[config.mk]
export PLATFORM = sky130hd
export DESIGN_NAME = anasup_ctrl
export DESIGN_NICKNAME = d
export VERILOG_FILES = /design/src/rtl/anasup_pkg.sv /design/src/rtl/anasup_delay_sel.sv /design/src/rtl/anasup_settle_timer.sv /design/src/rtl/anasup_rail_decode.sv /design/src/rtl/anasup_ctrl.sv
export SDC_FILE = /design/constraint.sdc
export NUM_CORES = 1
export LEC_CHECK = 0
export ABC_AREA = 1
export CORE_ASPECT_RATIO = 1.4
export CORE_MARGIN = 4
export CORE_UTILIZATION = 40
export CTS_CLUSTER_DIAMETER = 150
export DETAILED_ROUTE_END_ITERATION = 10
export DONT_BUFFER_PORTS = 1
export GPL_TIMING_DRIVEN = 0
export PLACE_DENSITY = 0.62
export SYNTH_ARGS = -nofsm -noshare
export SYNTH_HDL_FRONTEND = slang
export SYNTH_HIERARCHICAL = 1
export SYNTH_SLANG_ARGS = --single-unit
[constraint.sdc]
create_clock -name clk -period 1.5 [get_ports clk]
set_input_delay 0.15 -clock clk [delete_from_list [all_inputs] [get_ports clk]]
set_output_delay 0.15 -clock clk [all_outputs]
set_load 0.1 [all_outputs]
[src/rtl/anasup_pkg.sv]
package anasup_pkg;

    typedef enum logic [1:0] {
        MODE_DIRECT   = 2'b00,
        MODE_AUTO     = 2'b01,
        MODE_PUMP_ON  = 2'b10,
        MODE_PUMP_OFF = 2'b11
    } sup_mode_e;

    typedef enum logic [1:0] {
        ST_OFF    = 2'b00,
        ST_SETTLE = 2'b01,
        ST_READY  = 2'b10,
        ST_FORCED = 2'b11
    } seq_state_e;

endpackage

[src/rtl/anasup_delay_sel.sv]
module anasup_delay_sel
    import anasup_pkg::*;
(
    input  sup_mode_e mode,
    input  logic      vdd_high,
    output logic      long_sel
);
    always_comb begin
        unique case (mode)
            MODE_DIRECT:   long_sel = 1'b1;
            MODE_AUTO:     long_sel = ~vdd_high;
            MODE_PUMP_ON:  long_sel = 1'b1;
            MODE_PUMP_OFF: long_sel = 1'b0;
            default:       long_sel = 1'b1;
        endcase
    end
endmodule

[src/rtl/anasup_settle_timer.sv]
module anasup_settle_timer #(
    parameter int SHORT_TICKS = 100,
    parameter int LONG_TICKS  = 550
) (
    input  logic clk,
    input  logic rst_n,
    input  logic run,
    input  logic tick,
    input  logic long_in,
    output logic expire
);
    localparam int MAXT = (LONG_TICKS > SHORT_TICKS) ? LONG_TICKS : SHORT_TICKS;
    localparam int CW   = $clog2(MAXT + 1);
    localparam logic [CW-1:0] SHORT_LAST = CW'(SHORT_TICKS - 1);
    localparam logic [CW-1:0] LONG_LAST  = CW'(LONG_TICKS - 1);

    logic          long_q;
    logic [CW-1:0] cnt_q;
    logic [CW-1:0] last;

    // length is captured while idle and frozen for the whole count
    always_ff @(posedge clk or negedge rst_n) begin
        if (!rst_n)    long_q <= 1'b0;
        else if (!run) long_q <= long_in;
    end

    always_ff @(posedge clk or negedge rst_n) begin
        if (!rst_n)       cnt_q <= '0;
        else if (!run)    cnt_q <= '0;
        else if (tick)    cnt_q <= cnt_q + 1'b1;
    end

    assign last   = long_q ? LONG_LAST : SHORT_LAST;
    assign expire = run && tick && (cnt_q == last);

    assert_len_frozen_R9: assert property (@(posedge clk) disable iff (!rst_n)
        (run && $past(run)) |-> $stable(long_q));

    assert_no_overflow_R5: assert property (@(posedge clk) disable iff (!rst_n)
        run |-> (cnt_q <= last));
endmodule

[src/rtl/anasup_rail_decode.sv]
module anasup_rail_decode
    import anasup_pkg::*;
(
    input  logic      rst_n,
    input  logic      on,
    input  logic      forced,
    input  sup_mode_e mode,
    input  logic      vdd_high,
    output logic      reg_en,
    output logic      pump_en,
    output logic      bypass_en
);
    always_comb begin
        reg_en    = 1'b0;
        pump_en   = 1'b0;
        bypass_en = 1'b0;
        unique case (mode)
            MODE_DIRECT: begin
                bypass_en = on;
            end
            MODE_AUTO: begin
                reg_en  = on;
                pump_en = on && (forced || !vdd_high);
            end
            MODE_PUMP_ON: begin
                reg_en  = on;
                pump_en = on;
            end
            MODE_PUMP_OFF: begin
                reg_en  = on;
            end
            default: ;
        endcase
    end

    always_comb begin
        if (rst_n && mode == MODE_DIRECT)
            assert_direct_rails_off_R2: assert (!reg_en && !pump_en);
        if (rst_n && !on)
            assert_rails_need_ref_R4: assert (!reg_en && !pump_en && !bypass_en);
    end
endmodule

[src/rtl/anasup_ctrl.sv]
module anasup_ctrl
    import anasup_pkg::*;
#(
    parameter int SHORT_TICKS = 100,
    parameter int LONG_TICKS  = 550
) (
    input  logic       clk,
    input  logic       rst_n,
    input  logic       analog_req,
    input  logic       force_on,
    input  logic [1:0] supply_mode,
    input  logic       vdd_high,
    input  logic       tick_1us,
    output logic       ref_en,
    output logic       reg_en,
    output logic       pump_en,
    output logic       bypass_en,
    output logic       cmp_valid,
    output logic       ref_ready,
    output logic       osc_en
);
    seq_state_e state_q, state_d;
    sup_mode_e  mode;
    logic       want;
    logic       long_sel;
    logic       expire;
    logic       forced;

    assign mode = sup_mode_e'(supply_mode);
    assign want = analog_req | force_on;

    anasup_delay_sel u_sel (
        .mode     (mode),
        .vdd_high (vdd_high),
        .long_sel (long_sel)
    );

    anasup_settle_timer #(
        .SHORT_TICKS (SHORT_TICKS),
        .LONG_TICKS  (LONG_TICKS)
    ) u_timer (
        .clk     (clk),
        .rst_n   (rst_n),
        .run     (state_q == ST_SETTLE),
        .tick    (tick_1us),
        .long_in (long_sel),
        .expire  (expire)
    );

    // state register
    always_ff @(posedge clk or negedge rst_n) begin
        if (!rst_n) state_q <= ST_OFF;
        else        state_q <= state_d;
    end

    // next state
    always_comb begin
        state_d = state_q;
        if (!want)
            state_d = ST_OFF;
        else if (force_on)
            state_d = ST_FORCED;
        else begin
            unique case (state_q)
                ST_OFF:    state_d = ST_SETTLE;
                ST_SETTLE: if (expire) state_d = ST_READY;
                ST_READY:  state_d = ST_READY;
                ST_FORCED: state_d = ST_READY;
                default:   state_d = ST_OFF;
            endcase
        end
    end

    // outputs
    always_comb begin
        ref_en    = 1'b0;
        cmp_valid = 1'b0;
        forced    = 1'b0;
        unique case (state_q)
            ST_OFF:    ;
            ST_SETTLE: ref_en = 1'b1;
            ST_READY: begin
                ref_en    = 1'b1;
                cmp_valid = 1'b1;
            end
            ST_FORCED: begin
                ref_en    = 1'b1;
                cmp_valid = 1'b1;
                forced    = 1'b1;
            end
            default: ;
        endcase
    end

    assign ref_ready = ref_en;
    assign osc_en    = ref_en;

    anasup_rail_decode u_rails (
        .rst_n     (rst_n),
        .on        (ref_en),
        .forced    (forced),
        .mode      (mode),
        .vdd_high  (vdd_high),
        .reg_en    (reg_en),
        .pump_en   (pump_en),
        .bypass_en (bypass_en)
    );

    assert_off_when_idle_R1: assert property (@(posedge clk) disable iff (!rst_n)
        !want |=> (!ref_en && !cmp_valid));

    assert_on_when_wanted_R1: assert property (@(posedge clk) disable iff (!rst_n)
        want |=> ref_en);

    assert_force_opens_gate_R6: assert property (@(posedge clk) disable iff (!rst_n)
        force_on |=> cmp_valid);

    assert_settle_waits_tick_R5: assert property (@(posedge clk) disable iff (!rst_n)
        (state_q == ST_SETTLE && !tick_1us) |=> (state_q != ST_READY));

    assert_release_keeps_gate_R10: assert property (@(posedge clk) disable iff (!rst_n)
        (state_q == ST_FORCED && analog_req) |=> cmp_valid);
endmodule

==> impl_metrics.json, run 1 <==
{
  "critPathKind": "reg2out",
  "io-pin-count": 15,
  "p_leak_nw": 0.5126,
  "stdcell_count": 168,
  "critPathMaxStageDelay_ns": 0.48,
  "finalClockSkew_ns": 0.008135,
  "nets": 160,
  "arrival_ns": 1.99,
  "coreArea_um2": 2177,
  "synth-xor-area-share_pct": 0,
  "synth_fa_ha_area_share_pct": 6.840,
  "grt_pass1_vias": 779,
  "syn_inst": 132,
  "hold_violations": 0,
  "utilization_pct": 51.15,
  "reg2reg_from": "state_q[1]",
  "start_util_pct": 42.01,
  "max-clock-path-buffers": 2,
  "hold_path_class": "in2reg",
  "antenna_found_initial": 0,
  "dieArea_um2": 3127,
  "die_h_um": 64.58,
  "drive_gt1_share_pct": 28.08,
  "status": "finished, violations left",
  "grt_start_max_net_pins": 14,
  "setup_viol": 7,
  "cts_max_level": 1,
  "netlist_area_um2": 914.6,
  "dp_cells": 154,
  "rows": 20,
  "yosys.area.top_type": "dfrtp_1",
  "violations": "negative setup slack",
  "start_kind": "flip-flop",
  "wire_per_inst_um": 11.06,
  "ys_types": 24,
  "die_width_um": 48.42,
  "end_kind": "output port",
  "finalCriticalPeriod_ns": 2.137,
  "crit_family": "buffers and inverters",
  "r2r_end": "state_q[1]",
  "track_usage_pct": 12.70,
  "dr.pass1.iters": 4,
  "port_buffers": 0,
  "tightestPinTransition_ns": 0.6991,
  "postSynthAreaPerCell_um2": 6.929,
  "drc": 0,
  "antenna_cells": 0,
  "slew_violations": 0,
  "ys_seq_area_share_pct": 35.57,
  "clk_latency_ns": 0.27,
  "r2r_slack_ns": -0.08,
  "synth_top_area_share_pct": 35.57,
  "power_density_nw_per_um2": 795.5,
  "synth_top_family_by_area": "simple AND/OR/NAND/NOR gates",
  "critical-path-slowest-cell": "clkinvlp_4",
  "cp.depth": 4,
  "cts_tree": "yes",
  "postRouteAntennaNets": 0,
  "synth_seq_cells": 13,
  "rsz0062_at_grt": "true",
  "critPathLaunch": "state_q[0]",
  "cts.sinks": 13,
  "crit_fanout": 6,
  "gp_congestion": 0.8385,
  "ys_warn_count": 6,
  "required_ns": 1.35,
  "detailed_place_hpwl_um": 1388,
  "via_count": 861,
  "area_growth_syn_to_layout_pct": 21.75,
  "crit_end": "bypass_en",
  "clockRootBuffer": "clkbuf_4",
  "cts_buffers": 3,
  "crit_path_cell_trace": "nor2_4 > clkinvlp_4 > nand2_2 > clkinvlp_4",
  "cap_viol_max_count": 0,
  "yosys-top-cells-area": "dfrtp_1, nand2_1, inv_1",
  "overflow": 0,
  "grt_pass1_wl_um": 3236,
  "syn_nets": 145,
  "drtIter0Drc": 11,
  "reg2reg_depth": 13,
  "drt-vias-per-instance": 5.125,
  "fmax_mhz": 468.0,
  "power_mw": 0.8859,
  "synth_mux_area_share_pct": 0,
  "synth-compound-area-share_pct": 7.387,
  "routed_wl_um": 1858,
  "ir_drop_uv": 499.7,
  "dp_slack_ns": -0.3821,
  "setup_ws_ns": -0.6368,
  "cpMostUsedCell": "clkinvlp_4",
  "fin_crit_sh_pct": 142.5,
  "synthSimpleGateAreaFrac_pct": 37.76,
  "crit_buf_inv": 2,
  "relSlewSlack_pct": 53.29,
  "clkTransAtPathRegs_ns": 0.08
}
[kinds of logic after synthesis]
kind of cell | count (synthesis)
flops | 13
simple gates | 75
compound gates | 11
fa+ha+maj | 5
buf+inv | 28
[flip-flops by register name, summed over array words and instances (netlist names)]
| signal | cells |
|---|---|
| u_timer/cnt_q | 10 |
| state_q | 2 |
| u_timer/long_q | 1 |
[where the power goes]
| part | internal, mW | switching, mW |
|---|---|---|
| clock network | 0.103 | 0.118 |
| registers | 0.361 | 0.0111 |
| logic | 0.0773 | 0.216 |
[area by class of cell]
| class | instances | area [µm²] |
|---|---|---|
| Clock buffer | 4 | 26.28 |
| Multi-Input combinational cell | 91 | 525.5 |
| Fill cell | 212 | 1064 |
| Inverter | 24 | 100.1 |
| Sequential cell | 13 | 325.3 |
| Tap cell | 22 | 27.53 |
| Buffer | 3 | 20.02 |
| Timing Repair Buffer | 11 | 88.84 |
[metrics by stage]
| step | hold slack, ns | area, µm² | TNS, ns |
|---|---|---|---|
| floorplan | -0.1456 | 947.2 | -0.7827 |
| global placement | -0.1451 | 974.7 | -1.268 |
| detailed placement | -0.1452 | 974.7 | -1.291 |
| CTS | 0.01276 | 1074 | -2.492 |
| global route | 0.01719 | 1114 | -3.258 |
| finish | 0.01302 | 1114 | -2.457 |
[repair_timing]
item,in CTS,in global routing
resized for setup,6,7
hold endpoints to repair,13,0
setup endpoints to repair,9,9
hold buffers,1,0
buffers inserted,6,4
pin swaps,4,8
gates cloned,0,0
[per-layer routing]
| layer | global-route usage, % | share of wire, % | vias up |
|---|---|---|---|
| met2 | 22.88 | 50 | 23 |
| met1 | 13.92 | 42 | 397 |
| met3 | 2.989 | 7.0 | 2 |
| met5 | 0 | 0 | - |
| li1 | - | - | 439 |
| met4 | 5.190 | 1.3 | 0 |
[cell usage after synthesis]
cell type and count:
a22oi_1 2, clkbuf_1 1, buf_2 1, o21ai_1 4, nand2_2 1, nand4_1 3
nor3_1 3, inv_2 4, nor2_1 17, a21oi_1 2, nor3_2 1, o21ai_0 1
clkinv_1 2, nand3_2 3, nand3_1 5, buf_4 2, a22o_1 1, nor2_2 4
ha_1 5, dfrtp_1 13, a21oi_2 1, nand2_1 37, nand4_2 1, inv_1 18
[how the worst min path moves through the flow]
stage,slack [ns],startpoint,cells past startpoint,end
final,0.01,force_on,2,state_q[0]
after global routing,0.02,force_on,2,state_q[0]
after CTS,0.01,force_on,2,state_q[0]
after detailed placement,-0.15,rst_n,0,u_timer/cnt_q[1]
after global placement,-0.15,rst_n,0,u_timer/cnt_q[2]
after floorplan,-0.15,rst_n,0,state_q[0]
[placed cells by master, fill, tap and decap left out, types with 2 or more instances in the layout]
cell type and n:
a21oi_1 2, a22oi_1 2, buf_4 11, clkbuf_4 3, clkinv_1 2, clkinvlp_4 2
dfrtp_1 13, ha_1 5, inv_1 15, inv_2 4, nand2_1 34, nand2_2 3
nand3_1 4, nand3_2 4, nand4_1 3, nor2_1 15, nor2_2 3, nor2_4 3
nor3_1 2, nor3_2 2, o21ai_1 4
No activity file was read; power rests on OpenSTA's default activity.
==> run 2, diff against run 1 <==
--- a/config.mk
+++ b/config.mk
@@ -5,7 +5,7 @@
 export SDC_FILE = /design/constraint.sdc
 export NUM_CORES = 1
 export LEC_CHECK = 0
-export ABC_AREA = 1
+export ABC_AREA = 0
 export CORE_ASPECT_RATIO = 1.4
 export CORE_MARGIN = 4
 export CORE_UTILIZATION = 40
==> impl_metrics.json, run 2 <==
{
  "drc": 0,
  "r2r_slack_ns": -0.14,
  "utilization_pct": 52.47,
  "yosys.area.top_type": "dfrtp_1",
  "via_count": 639,
  "port_buffers": 0,
  "tightestPinTransition_ns": 0.6084,
  "hold_path_class": "in2reg",
  "track_usage_pct": 12.63,
  "largest_register_ffs": 10,
  "dieArea_um2": 2740,
  "layout_commonest_cell": "dfrtp_1",
  "start_kind": "flip-flop",
  "synth_top_area_share_pct": 41.53,
  "clkTransAtPathRegs_ns": 0.07,
  "wire_per_inst_um": 13.06,
  "relSlewSlack_pct": 59.36,
  "die_width_um": 45.40,
  "synth_edf_count": 0,
  "synth_top_flop_cell": "dfrtp_1",
  "area_growth_syn_to_layout_pct": 22.20,
  "drive_gt1_share_pct": 27.08,
  "fmax_mhz": 544.7,
  "drt-vias-per-instance": 5.509,
  "reg2reg_from": "state_q[1]",
  "finalClockSkew_ns": 0.002882,
  "critPathKind": "reg2out",
  "yosys-top-cells-area": "dfrtp_1, ha_1, nor2_1",
  "drtIter0Drc": 10,
  "setup_viol": 5,
  "final_cell_mix": "dfrtp_1, buf_4, nor2_1",
  "coreArea_um2": 1824,
  "grt_start_max_net_pins": 14,
  "syn_inst": 83,
  "end_kind": "output port",
  "slew_violations": 0,
  "ys_types": 36,
  "fin_crit_sh_pct": 122.4,
  "required_ns": 1.35,
  "whs_path_depth": 2,
  "r2r_end": "state_q[0]",
  "power_density_nw_per_um2": 796.7,
  "ys_seq_area_share_pct": 41.53,
  "cts_buffers": 3,
  "dr.pass1.iters": 4,
  "grt_pass1_vias": 606,
  "yosysMostFrequentCell": "dfrtp_1",
  "status": "finished, violations left",
  "detailed_place_hpwl_um": 1090,
  "dp_slack_ns": -0.1185,
  "overflow": 0,
  "rows": 18,
  "finalCriticalPeriod_ns": 1.836,
  "netlist_area_um2": 783.3,
  "cts.sinks": 13,
  "async_flop_share_pct": 100.0,
  "antenna_cells": 0,
  "ys_warn_count": 6,
  "io-pin-count": 15,
  "max-clock-path-buffers": 2,
  "cts_tree": "yes",
  "reg2reg_depth": 8,
  "critPathLaunch": "state_q[1]",
  "postSynthAreaPerCell_um2": 9.437,
  "routed_wl_um": 1515,
  "clk_latency_ns": 0.28,
  "nets": 110,
  "rsz0062_at_grt": "true",
  "reg_top3": "u_timer/cnt_q (10), state_q (2), u_timer/long_q (1)",
  "cap_viol_max_count": 0,
  "dp_cells": 103,
  "violations": "negative setup slack",
  "largest-register": "u_timer/cnt_q",
  "tns_ns": -0.9464,
  "start_util_pct": 42.94,
  "grt_pass1_wl_um": 2421,
  "gp_congestion": 0.7876,
  "synth_seq_cells": 13,
  "clockRootBuffer": "clkbuf_4",
  "yosys-top-cells-count": "dfrtp_1, nor2_1, a21oi_1, ha_1, inv_1",
  "stdcell_count": 116,
  "setup_ws_ns": -0.3360,
  "die_h_um": 60.36,
  "postRouteAntennaNets": 0,
  "fin_hold_ws_ns": 0.1105,
  "cts_max_level": 1,
  "arrival_ns": 1.69,
  "p_leak_nw": 0.3932,
  "crit_end": "pump_en",
  "syn_nets": 96,
  "ir_drop_uv": 503.1,
  "antenna_found_initial": 0,
  "hold_violations": 0,
  "crit_fanout": 6
}
[run 2: kinds of logic after synthesis]
logic type / count (synthesis) / share of synthesized area [%]
DFF: 13 / 41.53
adders and majority gates: 5 / 7.987
xor gates and xnor gates: 4 / 4.474
AOI/OAI and AO/OA: 14 / 11.02
and+or+nand+nor: 34 / 25.08
muxes: 3 / 3.994
buffers and inverters: 10 / 5.909
[run 2: power by group]
group          internal [mW]  switching (mW)
combinational         0.0512           0.135
sequential             0.358         0.00576
clock                  0.103           0.109
total                  0.513           0.250
[run 2: worst min-delay path by stage]
stage | from | end | slack, ns
3_3_place_gp | rst_n | u_timer/cnt_q[4] | -0.15
5_1_grt | supply_mode[0] | u_timer/long_q | 0.10
2_1_floorplan | rst_n | state_q[0] | -0.15
4_1_cts | supply_mode[0] | u_timer/long_q | 0.1
3_5_place_dp | rst_n | u_timer/cnt_q[4] | -0.15
6_report | supply_mode[0] | u_timer/long_q | 0.11
[run 2: repair_timing]
item | in CTS | in global routing
resized for setup | 3 | 4
hold buffers | 3 | 0
setup endpoints to repair | 8 | 9
buffers inserted | 3 | 3
endpoints found under the hold margin | 15 | 0
pin swaps | 5 | 6
[run 2: cell type report]
cell class / instances / area [µm²]
Timing Repair Buffer: 9 / 78.83
Tap cell: 20 / 25.02
Clock buffer: 4 / 26.28
Inverter: 6 / 26.28
Multi-Input combinational cell: 60 / 449.2
Fill cell: 167 / 867.1
Sequential cell: 13 / 326.6
Buffer: 4 / 25.02
[run 2: worst max-delay path: stages, from the launching register on]
cell and delay, ns:
dfrtp_1 0.36, or2_4 0.34, o211ai_1 0.20, nor2_4 0.51
[run 2: through the flow]
step / total power [mW] / cell area (µm²)
3_3_place_gp: 0.5264 / 827.0
6_report: 0.7625 / 957.2
4_1_cts: 0.7730 / 917.1
5_1_grt: 0.8082 / 957.2
2_1_floorplan: 0.5167 / 802.0
3_5_place_dp: 0.5280 / 827.0
[run 2: routing by layer]
layer  global-route usage (%)  up-vias  wire length, µm
met5                        0        -                0
met4                    11.72        0               56
met3                    2.671        5               87
met2                    21.16       19              811
met1                    12.50      302              560
li1                         -      313                -
==> run 3, diff against run 2 <==
==> constraint.sdc (replaced) <==
create_clock -name clk -period 1.5 [get_ports clk]
set_input_delay 0.375 -clock clk [delete_from_list [all_inputs] [get_ports clk]]
set_output_delay 0.375 -clock clk [all_outputs]
set_load 0.1 [all_outputs]
==> impl_metrics.json, run 3 (synthesis results as in run 2) <==
{
  "relSlewSlack_pct": 59.36,
  "drive_gt1_share_pct": 27.66,
  "tightestPinTransition_ns": 0.6084,
  "dpl_cell_area_um2": 827.0,
  "met1_length_um": 571,
  "fin_crit_sh_pct": 138.6,
  "finalCriticalPeriod_ns": 2.078,
  "power_mw": 0.7612,
  "ir_drop_uv": 518.6,
  "gp_congestion": 0.7876,
  "fmax_mhz": 481.1,
  "critical-path-slowest-cell": "nor2_4",
  "die_width_um": 45.40,
  "crit_buf_inv": 0,
  "dr.pass1.iters": 3,
  "port_buffers": 0,
  "cts_buffers": 3,
  "p_comb_share_pct": 24.4,
  "grt_pass1_wl_um": 2511,
  "pwr-share-seq_pct": 47.9,
  "routed_wl_um": 1512,
  "max-clock-path-buffers": 2,
  "required_ns": 1.12,
  "drtIter0Drc": 10,
  "wl_met2_um": 802,
  "clk_latency_ns": 0.27,
  "crit_fanout": 6,
  "start_util_pct": 42.94,
  "wl_met3_um": 80,
  "drt-vias-per-instance": 5.596,
  "rsz0062_at_grt": "true",
  "coreArea_um2": 1824,
  "clkTransAtPathRegs_ns": 0.07,
  "utilization_pct": 51.92,
  "wire_per_inst_um": 13.26,
  "arrival_ns": 1.70,
  "cts_tree": "yes",
  "antenna_cells": 0,
  "fillers": 167,
  "postLayoutCellArea_um2": 947.2,
  "antenna_found_initial": 0,
  "die_h_um": 60.36,
  "p_int_mw": 0.5129,
  "setup_viol": 7,
  "hold_violations": 0,
  "crit_family": "simple AND/OR/NAND/NOR gates",
  "fin_hold_ws_ns": 0.1875,
  "clockRootBuffer": "clkbuf_4",
  "crit_path_cell_trace": "or2_4 > o211ai_1 > nor2_4",
  "grt_start_max_net_pins": 14,
  "finalClockSkew_ns": 0.002164,
  "hold_path_class": "in2reg",
  "final_cell_mix": "dfrtp_1, nor2_1, buf_4",
  "nets": 108,
  "grt_pass1_vias": 630,
  "cap_viol_max_count": 0,
  "reg_top3": "u_timer/cnt_q (10), state_q (2), u_timer/long_q (1)",
  "area_growth_syn_to_layout_pct": 20.93,
  "netSwitchingFraction_pct": 32.62,
  "io-pin-count": 15,
  "drc": 0,
  "largest-register": "u_timer/cnt_q",
  "end_kind": "output port",
  "via_count": 638,
  "status": "finished, violations left",
  "violations": "negative setup slack",
  "dp_slack_ns": -0.3435,
  "largest_register_ffs": 10,
  "postRouteAntennaNets": 0,
  "cts.sinks": 13,
  "p_leak_nw": 0.3883,
  "overflow": 0,
  "power_density_nw_per_um2": 803.7,
  "critPathMaxStageDelay_ns": 0.51,
  "slew_violations": 0,
  "rows": 18,
  "pwr-share-clk_pct": 27.7,
  "detailed_place_hpwl_um": 1090,
  "start_kind": "flip-flop",
  "p_sw_mw": 0.2483,
  "highest_layer": "met4",
  "dieArea_um2": 2740,
  "cts_max_level": 1,
  "critPathKind": "reg2out",
  "setup_ws_ns": -0.5785,
  "track_usage_pct": 13.10,
  "layout_commonest_cell": "dfrtp_1"
}
[run 3: changes by cell type in the layout (fill, tap and decap cells not counted)]
cell / change
buf_4: -1
clkbuf_2: -1
buf_6: +2
dlygate4sd3_1: -2
[run 3: what timing repair did]
action                     in CTS  in global routing
resized for setup               4                  7
setup endpoints to repair       8                 10
setup buffers                   3                  3
pin swaps                       5                  6
cloned                          0                  0
hold endpoints to repair       13                  0
hold buffers                    1                  0
[run 3: stage by stage]
stage	TNS, ns	std cells
4_1_cts	-2.079	111
3_5_place_dp	-1.004	103
3_3_place_gp	-1.051	103
6_report	-2.109	114
2_1_floorplan	-0.7391	83
5_1_grt	-2.657	114
[run 3: power by group through the flow]
stage / registers (mW) / logic, mW / clock network (mW)
floorplan: 0.372 / 0.144 / 0
global placement: 0.374 / 0.153 / 0
detailed placement: 0.374 / 0.154 / 0
CTS: 0.365 / 0.176 / 0.228
global route: 0.366 / 0.196 / 0.250
finish: 0.365 / 0.185 / 0.211
[run 3: final cells by class]
cell class                      count  area, µm²  area share (%)
Tap cell                           20      25.02           2.642
Timing Repair Buffer                7      62.56           6.605
Multi-Input combinational cell     60      449.2           47.42
Sequential cell                    13      326.6           34.48
Clock buffer                        4      26.28           2.774
Inverter                            6      26.28           2.774
Buffer                              4      31.28           3.303
[run 3: worst paths after layout]
check	depth (start not counted)	to	slack [ns]	start
min in group asynchronous	1	u_timer/cnt_q[3]	0.53	rst_n
max in group asynchronous	1	u_timer/cnt_q[1]	0.56	rst_n
setup / recovery	3	pump_en	-0.58	state_q[1]
setup reg to reg	8	state_q[0]	-0.12	state_q[1]
hold reg to reg	1	u_timer/long_q	0.54	u_timer/long_q
hold / removal	1	state_q[0]	0.19	force_on
[run 3: per-layer routing]
metal | global-route usage (%) | up-vias
li1 | - | 313
met1 | 12.48 | 305
met2 | 22.75 | 15
met3 | 2.671 | 5
met4 | 11.72 | 0
met5 | 0 | -
